$ cat src/rtl/i2c_obs_pkg.sv
package i2c_obs_pkg;

  localparam int CAP_W = 16;

  typedef enum logic [2:0] {
    ST_UNSYNC    = 3'd0,
    ST_HOLD_IDLE = 3'd1,
    ST_IDLE      = 3'd2,
    ST_START     = 3'd3,
    ST_BIT_LOW   = 3'd4,
    ST_BIT_HIGH  = 3'd5,
    ST_POST_LOW  = 3'd6,
    ST_POST_HIGH = 3'd7
  } obsState_t;

  // strobes from control to datapath
  typedef struct packed {
    logic shiftEn;
    logic bitClr;
    logic bitOne;
    logic bitInc;
    logic timerClr;
    logic startSet;
    logic startClr;
    logic emitByte;
    logic emitStop;
  } obsCtrl_t;

  // conditions from datapath to control
  typedef struct packed {
    logic sclNow;
    logic sdaNow;
    logic sclRise;
    logic sclFall;
    logic sdaRise;
    logic sdaFall;
    logic sdaChg;
    logic lastBit;
    logic idleDone;
    logic highExp;
    logic lowExp;
  } obsStat_t;

endpackage

$ cat src/rtl/i2c_obs_filter.sv
module i2c_obs_filter #(
  parameter int FILT_LEN = 8
) (
  input  logic clk,
  input  logic rst_n,
  input  logic tick,
  input  logic rawIn,
  output logic cleanOut
);
  localparam int CW = $clog2(FILT_LEN + 1);

  logic [CW-1:0] agreeCnt;

  // the output follows the input only after FILT_LEN consecutive differing ticks
  always_ff @(posedge clk or negedge rst_n) begin
    if (!rst_n) begin
      cleanOut <= 1'b1;
      agreeCnt <= '0;
    end else if (rawIn == cleanOut) begin
      agreeCnt <= '0;
    end else if (tick) begin
      if (agreeCnt == CW'(FILT_LEN - 1)) begin
        cleanOut <= rawIn;
        agreeCnt <= '0;
      end else begin
        agreeCnt <= agreeCnt + 1'b1;
      end
    end
  end
endmodule

$ cat src/rtl/i2c_obs_datapath.sv
module i2c_obs_datapath
  import i2c_obs_pkg::*;
#(
  parameter int FILT_LEN = 8,
  parameter int FILT_DIV = 16,
  parameter int IDLE_CYC = 5000,
  parameter int HIGH_CYC = 5000,
  parameter int LOW_CYC  = 2500000,
  parameter int CNT_W    = 16
) (
  input  logic             clk,
  input  logic             rst_n,
  input  logic             sclIn,
  input  logic             sdaIn,
  input  obsCtrl_t         ctrl,
  output obsStat_t         stat,
  output logic [CAP_W-1:0] capWord,
  output logic             capValid,
  output logic [CNT_W-1:0] wordCount
);
  localparam int MAX_A  = (IDLE_CYC > HIGH_CYC) ? IDLE_CYC : HIGH_CYC;
  localparam int MAX_C  = (MAX_A > LOW_CYC) ? MAX_A : LOW_CYC;
  localparam int TMR_W  = $clog2(MAX_C + 2);
  localparam int DIV_W  = (FILT_DIV > 1) ? $clog2(FILT_DIV) : 1;
  localparam logic [TMR_W-1:0] TMR_MAX  = {TMR_W{1'b1}};
  localparam logic [TMR_W-1:0] IDLE_T   = TMR_W'(IDLE_CYC);
  localparam logic [TMR_W-1:0] HIGH_T   = TMR_W'(HIGH_CYC);
  localparam logic [TMR_W-1:0] LOW_T    = TMR_W'(LOW_CYC);
  localparam int LAST_BIT = 8;

  // bit 1 = scl, bit 0 = sda
  logic [1:0] syncA, syncB, cleanPair, snapNow, snapPrev;
  logic       sampleTick;

  always_ff @(posedge clk or negedge rst_n) begin
    if (!rst_n) begin
      syncA <= 2'b11;
      syncB <= 2'b11;
    end else begin
      syncA <= {sclIn, sdaIn};
      syncB <= syncA;
    end
  end

  generate
    if (FILT_DIV > 1) begin : g_div
      logic [DIV_W-1:0] divCnt;
      always_ff @(posedge clk or negedge rst_n) begin
        if (!rst_n) divCnt <= '0;
        else if (divCnt == DIV_W'(FILT_DIV - 1)) divCnt <= '0;
        else divCnt <= divCnt + 1'b1;
      end
      assign sampleTick = (divCnt == '0);
    end else begin : g_nodiv
      assign sampleTick = 1'b1;
    end
  endgenerate

  generate
    for (genvar ln = 0; ln < 2; ln++) begin : g_line
      i2c_obs_filter #(.FILT_LEN(FILT_LEN)) u_filt (
        .clk     (clk),
        .rst_n   (rst_n),
        .tick    (sampleTick),
        .rawIn   (syncB[ln]),
        .cleanOut(cleanPair[ln])
      );
    end
  endgenerate

  // both lines registered together into one snapshot
  always_ff @(posedge clk or negedge rst_n) begin
    if (!rst_n) begin
      snapNow  <= 2'b11;
      snapPrev <= 2'b11;
    end else begin
      snapNow  <= cleanPair;
      snapPrev <= snapNow;
    end
  end

  logic [TMR_W-1:0] phaseTmr;
  always_ff @(posedge clk or negedge rst_n) begin
    if (!rst_n) phaseTmr <= '0;
    else if (ctrl.timerClr) phaseTmr <= '0;
    else if (phaseTmr != TMR_MAX) phaseTmr <= phaseTmr + 1'b1;
  end

  logic [8:0] shiftReg;
  logic [3:0] bitCnt;
  logic       startFlag;

  always_ff @(posedge clk or negedge rst_n) begin
    if (!rst_n) begin
      shiftReg  <= '0;
      bitCnt    <= '0;
      startFlag <= 1'b0;
    end else begin
      if (ctrl.shiftEn) shiftReg <= {shiftReg[7:0], snapNow[0]};
      if (ctrl.bitClr) bitCnt <= '0;
      else if (ctrl.bitOne) bitCnt <= 4'd1;
      else if (ctrl.bitInc) bitCnt <= bitCnt + 1'b1;
      if (ctrl.startSet) startFlag <= 1'b1;
      else if (ctrl.startClr) startFlag <= 1'b0;
    end
  end

  always_ff @(posedge clk or negedge rst_n) begin
    if (!rst_n) begin
      capWord   <= '0;
      capValid  <= 1'b0;
      wordCount <= '0;
    end else begin
      capValid <= ctrl.emitByte | ctrl.emitStop;
      if (ctrl.emitByte) begin
        capWord   <= {4'b0000, startFlag, shiftReg[8:1], shiftReg[0], 2'b00};
        wordCount <= wordCount + 1'b1;
      end else if (ctrl.emitStop) begin
        capWord   <= CAP_W'(1);
        wordCount <= wordCount + 1'b1;
      end
    end
  end

  always_comb begin
    stat.sclNow   = snapNow[1];
    stat.sdaNow   = snapNow[0];
    stat.sclRise  = snapNow[1] & ~snapPrev[1];
    stat.sclFall  = ~snapNow[1] & snapPrev[1];
    stat.sdaRise  = snapNow[0] & ~snapPrev[0];
    stat.sdaFall  = ~snapNow[0] & snapPrev[0];
    stat.sdaChg   = snapNow[0] ^ snapPrev[0];
    stat.lastBit  = (bitCnt == 4'(LAST_BIT));
    stat.idleDone = (phaseTmr >= IDLE_T);
    stat.highExp  = (phaseTmr >= HIGH_T);
    stat.lowExp   = (phaseTmr >= LOW_T);
  end
endmodule

$ cat src/rtl/i2c_obs_control.sv
module i2c_obs_control
  import i2c_obs_pkg::*;
(
  input  logic     clk,
  input  logic     rst_n,
  input  obsStat_t stat,
  output obsCtrl_t ctrl,
  output logic     synced
);
  obsState_t state, nextState;

  always_ff @(posedge clk or negedge rst_n) begin
    if (!rst_n) state <= ST_UNSYNC;
    else state <= nextState;
  end

  always_comb begin
    nextState = state;
    ctrl      = '0;
    unique case (state)
      ST_UNSYNC: begin
        if (stat.sclNow) nextState = ST_HOLD_IDLE;
      end
      ST_HOLD_IDLE: begin
        if (!stat.sclNow) nextState = ST_UNSYNC;
        else if (!stat.sdaNow || stat.sdaChg) ctrl.timerClr = 1'b1;
        else if (stat.idleDone) nextState = ST_IDLE;
      end
      ST_IDLE: begin
        if (stat.sclFall) nextState = ST_UNSYNC;
        else if (stat.sdaFall) nextState = ST_START;
      end
      ST_START: begin
        if (stat.sclFall) begin
          nextState     = ST_BIT_LOW;
          ctrl.bitClr   = 1'b1;
          ctrl.startSet = 1'b1;
        end else if (stat.highExp) begin
          nextState = ST_UNSYNC;
        end
      end
      ST_BIT_LOW: begin
        if (stat.lowExp) nextState = ST_UNSYNC;
        else if (stat.sclRise) begin
          nextState    = ST_BIT_HIGH;
          ctrl.shiftEn = 1'b1;
        end
      end
      ST_BIT_HIGH: begin
        if (stat.sclFall) begin
          if (stat.lastBit) begin
            nextState     = ST_POST_LOW;
            ctrl.emitByte = 1'b1;
          end else begin
            nextState   = ST_BIT_LOW;
            ctrl.bitInc = 1'b1;
          end
        end else if (stat.sdaChg || stat.highExp) begin
          nextState = ST_UNSYNC;
        end
      end
      ST_POST_LOW: begin
        if (stat.lowExp) nextState = ST_UNSYNC;
        else if (stat.sclRise) begin
          nextState    = ST_POST_HIGH;
          ctrl.shiftEn = 1'b1;
        end
      end
      ST_POST_HIGH: begin
        if (stat.sclFall) begin
          nextState     = ST_BIT_LOW;
          ctrl.bitOne   = 1'b1;
          ctrl.startClr = 1'b1;
        end else if (stat.sdaRise) begin
          nextState     = ST_IDLE;
          ctrl.emitStop = 1'b1;
        end else if (stat.sdaFall) begin
          nextState = ST_START;
        end else if (stat.highExp) begin
          nextState = ST_UNSYNC;
        end
      end
      default: nextState = ST_UNSYNC;
    endcase
    if (nextState != state) ctrl.timerClr = 1'b1;
  end

  assign synced = (state != ST_UNSYNC) && (state != ST_HOLD_IDLE);
endmodule

$ cat src/rtl/i2c_observer.sv
module i2c_observer
  import i2c_obs_pkg::*;
#(
  parameter int FILT_LEN = 8,
  parameter int FILT_DIV = 16,
  parameter int IDLE_CYC = 5000,
  parameter int HIGH_CYC = 5000,
  parameter int LOW_CYC  = 2500000,
  parameter int CNT_W    = 16
) (
  input  logic             clk,
  input  logic             rst_n,
  input  logic             sclIn,
  input  logic             sdaIn,
  output logic [15:0]      capWord,
  output logic             capValid,
  output logic [CNT_W-1:0] wordCount,
  output logic             synced
);
  obsCtrl_t ctrl;
  obsStat_t stat;

  i2c_obs_datapath #(
    .FILT_LEN(FILT_LEN), .FILT_DIV(FILT_DIV), .IDLE_CYC(IDLE_CYC),
    .HIGH_CYC(HIGH_CYC), .LOW_CYC(LOW_CYC), .CNT_W(CNT_W)
  ) u_dp (
    .clk      (clk),
    .rst_n    (rst_n),
    .sclIn    (sclIn),
    .sdaIn    (sdaIn),
    .ctrl     (ctrl),
    .stat     (stat),
    .capWord  (capWord),
    .capValid (capValid),
    .wordCount(wordCount)
  );

  i2c_obs_control u_ctl (
    .clk   (clk),
    .rst_n (rst_n),
    .stat  (stat),
    .ctrl  (ctrl),
    .synced(synced)
  );
endmodule

$ cat config.mk
export PLATFORM = sky130hd
export DESIGN_NAME = i2c_observer
export DESIGN_NICKNAME = d
export VERILOG_FILES = /design/src/rtl/i2c_obs_pkg.sv /design/src/rtl/i2c_obs_filter.sv /design/src/rtl/i2c_obs_datapath.sv /design/src/rtl/i2c_obs_control.sv /design/src/rtl/i2c_observer.sv
export SDC_FILE = /design/constraint.sdc
export NUM_CORES = 1
export LEC_CHECK = 0
export BUFFER_PORTS_ARGS = -buffer_cell sky130_fd_sc_hd__buf_2
export CAP_MARGIN = 20
export CORE_ASPECT_RATIO = 1.25
export CORE_MARGIN = 2
export CORE_UTILIZATION = 60
export CTS_BUF_LIST = sky130_fd_sc_hd__clkbuf_4 sky130_fd_sc_hd__clkbuf_8 sky130_fd_sc_hd__clkbuf_16
export CTS_CLUSTER_DIAMETER = 60
export CTS_CLUSTER_SIZE = 10
export DETAILED_ROUTE_END_ITERATION = 8
export PLACE_DENSITY = 0.8
export SYNTH_ARGS = -nofsm -noshare
export SYNTH_HDL_FRONTEND = slang
export SYNTH_SLANG_ARGS = --single-unit
$ cat constraint.sdc
create_clock -name clk -period 2.8 [get_ports clk]
set_input_delay 0.56 -clock clk [delete_from_list [all_inputs] [get_ports clk]]
set_output_delay 0.56 -clock clk [all_outputs]
set_load 0.03 [all_outputs]
; After elaboration in Yosys (flattened, before gate mapping)
; Index checks and enable logic that the tools add are counted.
; W data, S select, Z words.
[totals]
ff_bits = 94
word_cells = 125
[classes]
add_sub_neg = 6
magnitude_cmp = 2
n_eq_ne = 16
n_mux = 56
bitwise = 12
n_reduce_logical = 16
[op_table]
columns = op, count
row1 = $mux W16, 4
row2 = $mux W3, 17
row3 = $mux W22, 2
row4 = $mux W4, 10
row5 = $pmux W3 S8, 1
row6 = $add A22 B1 Y22 const B, 1
row7 = $ge A22 B13 Y1 const B, 1
row8 = $ge A22 B22 Y1 const B, 1
row9 = $ne A22 B22 Y1 const B, 1
row10 = $mux W1, 21
row11 = $add A16 B1 Y16 const B, 1
row12 = $add A4 B1 Y4 const B, 4
row13 = $eq A3 B3 Y1 const B, 4
row14 = $reduce_bool A2 Y1, 5
row15 = $eq A4 B3 Y1 const B, 2
row16 = $eq A4 B4 Y1 const B, 2
row17 = $eq A3 B2 Y1 const B, 2
row18 = $not A1 Y1, 6
row19 = $reduce_and A3 Y1, 2
row20 = $reduce_bool A3 Y1, 2
row21 = $and A1 B1 Y1, 4
row22 = $logic_not A4 Y1, 1
row23 = $eq A3 B1 Y1 const B, 1
row24 = $logic_not A3 Y1, 1
row25 = other kinds (10), 12

; Longest topological paths before layout
[logic_depth]
word_depth = 9
depth_mapped = 9
mapped_depth_nobuf = 8

; By module
; Synthesis repeated with hierarchy kept, for this count alone.
[hier_totals]
hier_cells = 431
area_unflattened_um2 = 4603.2
[modules_own_cells]
columns = module, instances, cells_each, area_each_um2, seq_area_each_um2
row1 = i2c_obs_datapath, 1, 325, 3648.5, 1911.8
row2 = i2c_obs_filter, 2, 22, 249.0, 126.4
row3 = i2c_obs_control, 1, 62, 456.7, 75.1

; Worst setup path before layout
; OpenSTA, ideal clock, no wires.
[synth_path]
path_type = flip-flop to flip-flop
startpoint = register u_dp.phaseTmr[3]
endpoint = register u_dp.phaseTmr[1]
setup_time_ps = 95
arrival_time_ps = 2222
path_slack_ps = 483
stages_incl_launch_ff = 8
n_path_buf = 1
synth_period_minus_slack_ps = 2317
path_cell_list = dfrtp_1 > or4_1 > a311o_1 > a2111oi_2 > or4_1 > nand2_1 > buf_6 > nor4b_2
[synth_between]
elab_chain_cells = 9
elab_cells_between_ends = 21
cone_classes = order compare: 2 / eq/ne: 2 / mux: 15 / reduce/logical: 2
[synth_lines]
columns = item, line_no
row1 = start: declaration, i2c_obs_datapath.sv:82  ; logic [TMR_W-1:0] phaseTmr;
row2 = start signal: assignment, i2c_obs_datapath.sv:86  ; else if (phaseTmr != TMR_MAX) phaseTmr <= phaseTmr + 1'b1;
row3 = $ge A22 B13 Y1, "i2c_obs_datapath.sv:134, i2c_obs_datapath.sv:135"
row4 = $mux W3, "i2c_obs_control.sv:38, i2c_obs_control.sv:79"
row5 = $mux W3, i2c_obs_control.sv:77  ; end else if (stat.sdaFall) begin
row6 = $mux W3, i2c_obs_control.sv:74  ; end else if (stat.sdaRise) begin
row7 = $mux W3, i2c_obs_control.sv:70  ; if (stat.sclFall) begin
row8 = $pmux W3 S8, i2c_obs_control.sv:20  ; unique case (state)
row9 = $ne A3 B3 Y1, i2c_obs_control.sv:85  ; if (nextState != state) ctrl.timerClr = 1'b1;
row10 = $mux W1, i2c_obs_control.sv:85
row11 = $mux W22 or $reduce_bool A2 Y1 (tied branches), --
; Parallel ways exist; a longest one is shown, timed or not.
; A chain may end at the register's enable or synchronous reset.

; Final worst setup path
[layout_path]
startpoint = register u_dp.phaseTmr[3]
endpoint = register u_dp.phaseTmr[13]
; The elaborated chain is that of the path after synthesis.

==> impl_metrics.env <==
export IMPL_cts_clk_slew_worst_paths_ps=100
export IMPL_synth_most_common_cell="dfrtp_1"
export IMPL_arrival_ps=2850
export IMPL_cts_root_buf="clkbuf_8"
export IMPL_cpPeakStageDelay_ps=530
export IMPL_gp_congestion=0.9034
export IMPL_die_w_microns=81.90
export IMPL_diodes=0
export IMPL_async_flop_share_pct=100.0
export IMPL_critPathLaunchType="flip-flop"
export IMPL_fmax_mhz=384.6
export IMPL_drt_total_wl_microns=8742
export IMPL_die_area_sq_um=8302
export IMPL_io_buffer_count=32
export IMPL_drt_pass1_iterations=4
export IMPL_drtIter0Drc=195
export IMPL_ys_warn_count=0
export IMPL_cts_made_buffers=9
export IMPL_cts_tree="built"
export IMPL_maxCapViolations=0
export IMPL_grt_max_degree=50
export IMPL_slew_viol_final=0
export IMPL_pre_cts_slack_ps=235.8
export IMPL_cellLeakagePower_nw=2.330
export IMPL_area_growth_pct=10.17
export IMPL_layout_min_cycle_time_ps=2600
export IMPL_grt_antenna_before_repair=0
export IMPL_layout_setup_ws_ps=200.0
export IMPL_grt_pass1_wl_microns=15080
export IMPL_syn_inst=452
export IMPL_cts_buffer_depth=2
export IMPL_tightest_slew_ps=522.3
export IMPL_die_y_microns=101.4
export IMPL_nFillCells=577
export IMPL_path_common_cell="or4_1"
export IMPL_track_usage_pct=23.32
export IMPL_cp_end_kind="flip-flop"
export IMPL_synth_ff_latch_count=89
export IMPL_route_antenna_remaining_nets=0
export IMPL_syn_avg_cell_area_sq_um=10.07
export IMPL_yosysTopAreaCellShare_pct=43.44
export IMPL_synthTopCellsByArea="dfrtp_1 43%, xnor2_1 6.0%, dfstp_2 5.8%, nand2_1 5.8%, mux2_2 3.5%"
export IMPL_drive_gt1_share_pct=19.14
export IMPL_setup_tns_ps=0
export IMPL_clock_latency_ps=360
export IMPL_crit_fanout=21
export IMPL_drc=0
export IMPL_seq_power_share_pct=58.3
export IMPL_total_power_mw=2.222
export IMPL_switchingPower_uw=503.6
export IMPL_worstPathCellList="or4_1, a311o_1, a2111oi_2, or4_1, nand2_1, buf_4, nor4b_1"
export IMPL_num_nets_final=497
export IMPL_power_density_nw_per_um2=443.2
export IMPL_r2r_end="u_dp.phaseTmr[13]"
export IMPL_io_pins=38
export IMPL_crit_slowest_cell="or4_1"
export IMPL_path_class="flip-flop to flip-flop"
export IMPL_synth_cell_types=56
export IMPL_outcome="finished, final reports clean"
export IMPL_dp_hpwl_microns=6210
export IMPL_peakVddDrop_mv=0.5092
export IMPL_h_tree_depth=3
export IMPL_hold_buffers=0
export IMPL_p_clk_share_pct=39.8
export IMPL_synth_edff_count=0
export IMPL_hold_viol_final=0
export IMPL_synth_area_sq_um=4551
export IMPL_hold_path_class="primary input to asynchronous set/reset pin"
export IMPL_period_share_pct=92.86
export IMPL_finalClockSkew_ps=15.77
export IMPL_vias=3389
export IMPL_grt_setup_unrepaired="false"
export IMPL_ys_seq_area_share_pct=49.22
export IMPL_viasPerCell=5.863
export IMPL_reg2reg_depth=7
export IMPL_max_slew_margin_rel_pct=65.01
export IMPL_postCtsSetupRepairBufs=0
export IMPL_swShare_pct=22.66
export IMPL_initial_core_util_pct=61.85
export IMPL_synth_top_area_cell="dfrtp_1"
export IMPL_pwr_share_comb_pct=1.9
export IMPL_rows=35
export IMPL_wire_per_inst_microns=15.12
export IMPL_grt_ovfl_total=0
export IMPL_first_global_vias=3353
export IMPL_p_int_mw=1.718
export IMPL_cts_sinks=89
export IMPL_core_sq_um=7357
export IMPL_setup_viol=0
export IMPL_synth_flop_cell="dfrtp_1"
export IMPL_worstReg2RegStart="u_dp.phaseTmr[3]"
export IMPL_netlist_top_cells_count="79 x dfrtp_1, 70 x nand2_1, 31 x xnor2_1"
export IMPL_r2r_setup_slack_ps=200
export IMPL_cts_repair_resized=0
export IMPL_required_ps=3050
[logic make-up after synthesis]
logic type	after synthesis	synth area share, %
XOR/XNOR	41	8.056
other	1	0.08241
multiplexers	16	3.904
flip-flops	89	49.22
AO/OA/AOI/OAI	56	8.689
adder cells (fa/ha/maj)	12	3.299
AND/OR/NAND/NOR	197	22.63
buffers and inverters	40	4.124
[layout make-up]
type | instances | area (sq um) | area share, %
flip-flops and latches | 89 | 2240 | 44.67
well taps | 92 | 115.1 | 2.296
inverters | 13 | 48.80 | 0.9733
clock inverters | 7 | 77.57 | 1.547
repair buffers | 41 | 255.2 | 5.091
multi-input cells | 327 | 2153 | 42.95
clock buffers | 9 | 123.9 | 2.471
[cells in the final DEF, fill, tap and decap left out, types with 6 or more instances in the layout]
cell      instances
and2_1            7
nand2_1          70
xnor2_1          31
inv_1            13
o21ai_0          14
and4_1            7
nand3_1          13
nor2b_1           6
nor2_1           26
nor3_1           23
ha_1             12
clkbuf_8          9
buf_2            31
dfstp_2          10
and3_1            6
xor2_1            9
dfrtp_1          79
a21oi_1          12
nand4_1          16
buf_4             8
mux2_2           14
[per-stage QoR]
step           std cells  utilization (%)  hold slack, ps  instance area (sq um)
2_1_floorplan        456                -           264.4                   4566
3_3_place_gp         562            65.41           346.2                   4812
3_5_place_dp         562            65.41           354.2                   4812
4_1_cts              578            68.15           186.3                   5014
5_1_grt              578            68.15           207.6                   5014
6_report             578            68.15           171.6                   5014
[routing by layer]
layer	track usage [%]	share of wire, %
met1	29.27	43
met2	40.90	52
met3	4.813	3.1
met4	6.026	1.2
met5	0	0
[worst max-delay path by stage]
stage	from	end	slack, ps	depth (start not counted)
after global placement	u_dp.snapNow[0]	u_dp.phaseTmr[0]	290	9
after global routing	u_dp.phaseTmr[3]	u_dp.phaseTmr[13]	10	7
after floorplan	u_dp.phaseTmr[3]	u_dp.phaseTmr[1]	480	7
final	u_dp.phaseTmr[3]	u_dp.phaseTmr[13]	200	7
after CTS	u_dp.phaseTmr[3]	u_dp.phaseTmr[13]	210	7
after detailed placement	u_dp.phaseTmr[3]	u_dp.phaseTmr[13]	240	7
[registers in the layout (all words and copies together), names as in the netlist, 3 cells and up]
signal	count
u_ctl.state	3
u_dp.g_div.divCnt	4
u_dp.bitCnt	4
u_dp.capWord	11
u_dp.wordCount	16
u_dp.phaseTmr	22
u_dp.shiftReg	9
u_dp.g_line.u_filt.agreeCnt	8
[power by group through the flow]
| stage | Clock [mW] | Combinational [mW] | Sequential [mW] |
|---|---|---|---|
| after floorplan | 0 | 0.0181 | 1.32 |
| final | 0.885 | 0.0424 | 1.29 |
| after global placement | 0 | 0.0439 | 1.32 |
| after detailed placement | 0 | 0.0444 | 1.32 |
| after global routing | 0.973 | 0.0502 | 1.30 |
| after CTS | 0.906 | 0.0448 | 1.29 |
[critical path: cells and delay by family, from the launching register on]
kind	cells	cell delay (ps)
flip-flops	1	440
AO/OA/AOI/OAI	2	810
buffers and inverters	1	210
AND/OR/NAND/NOR	4	1030
Note: power is estimated with default switching activity, not from simulation.
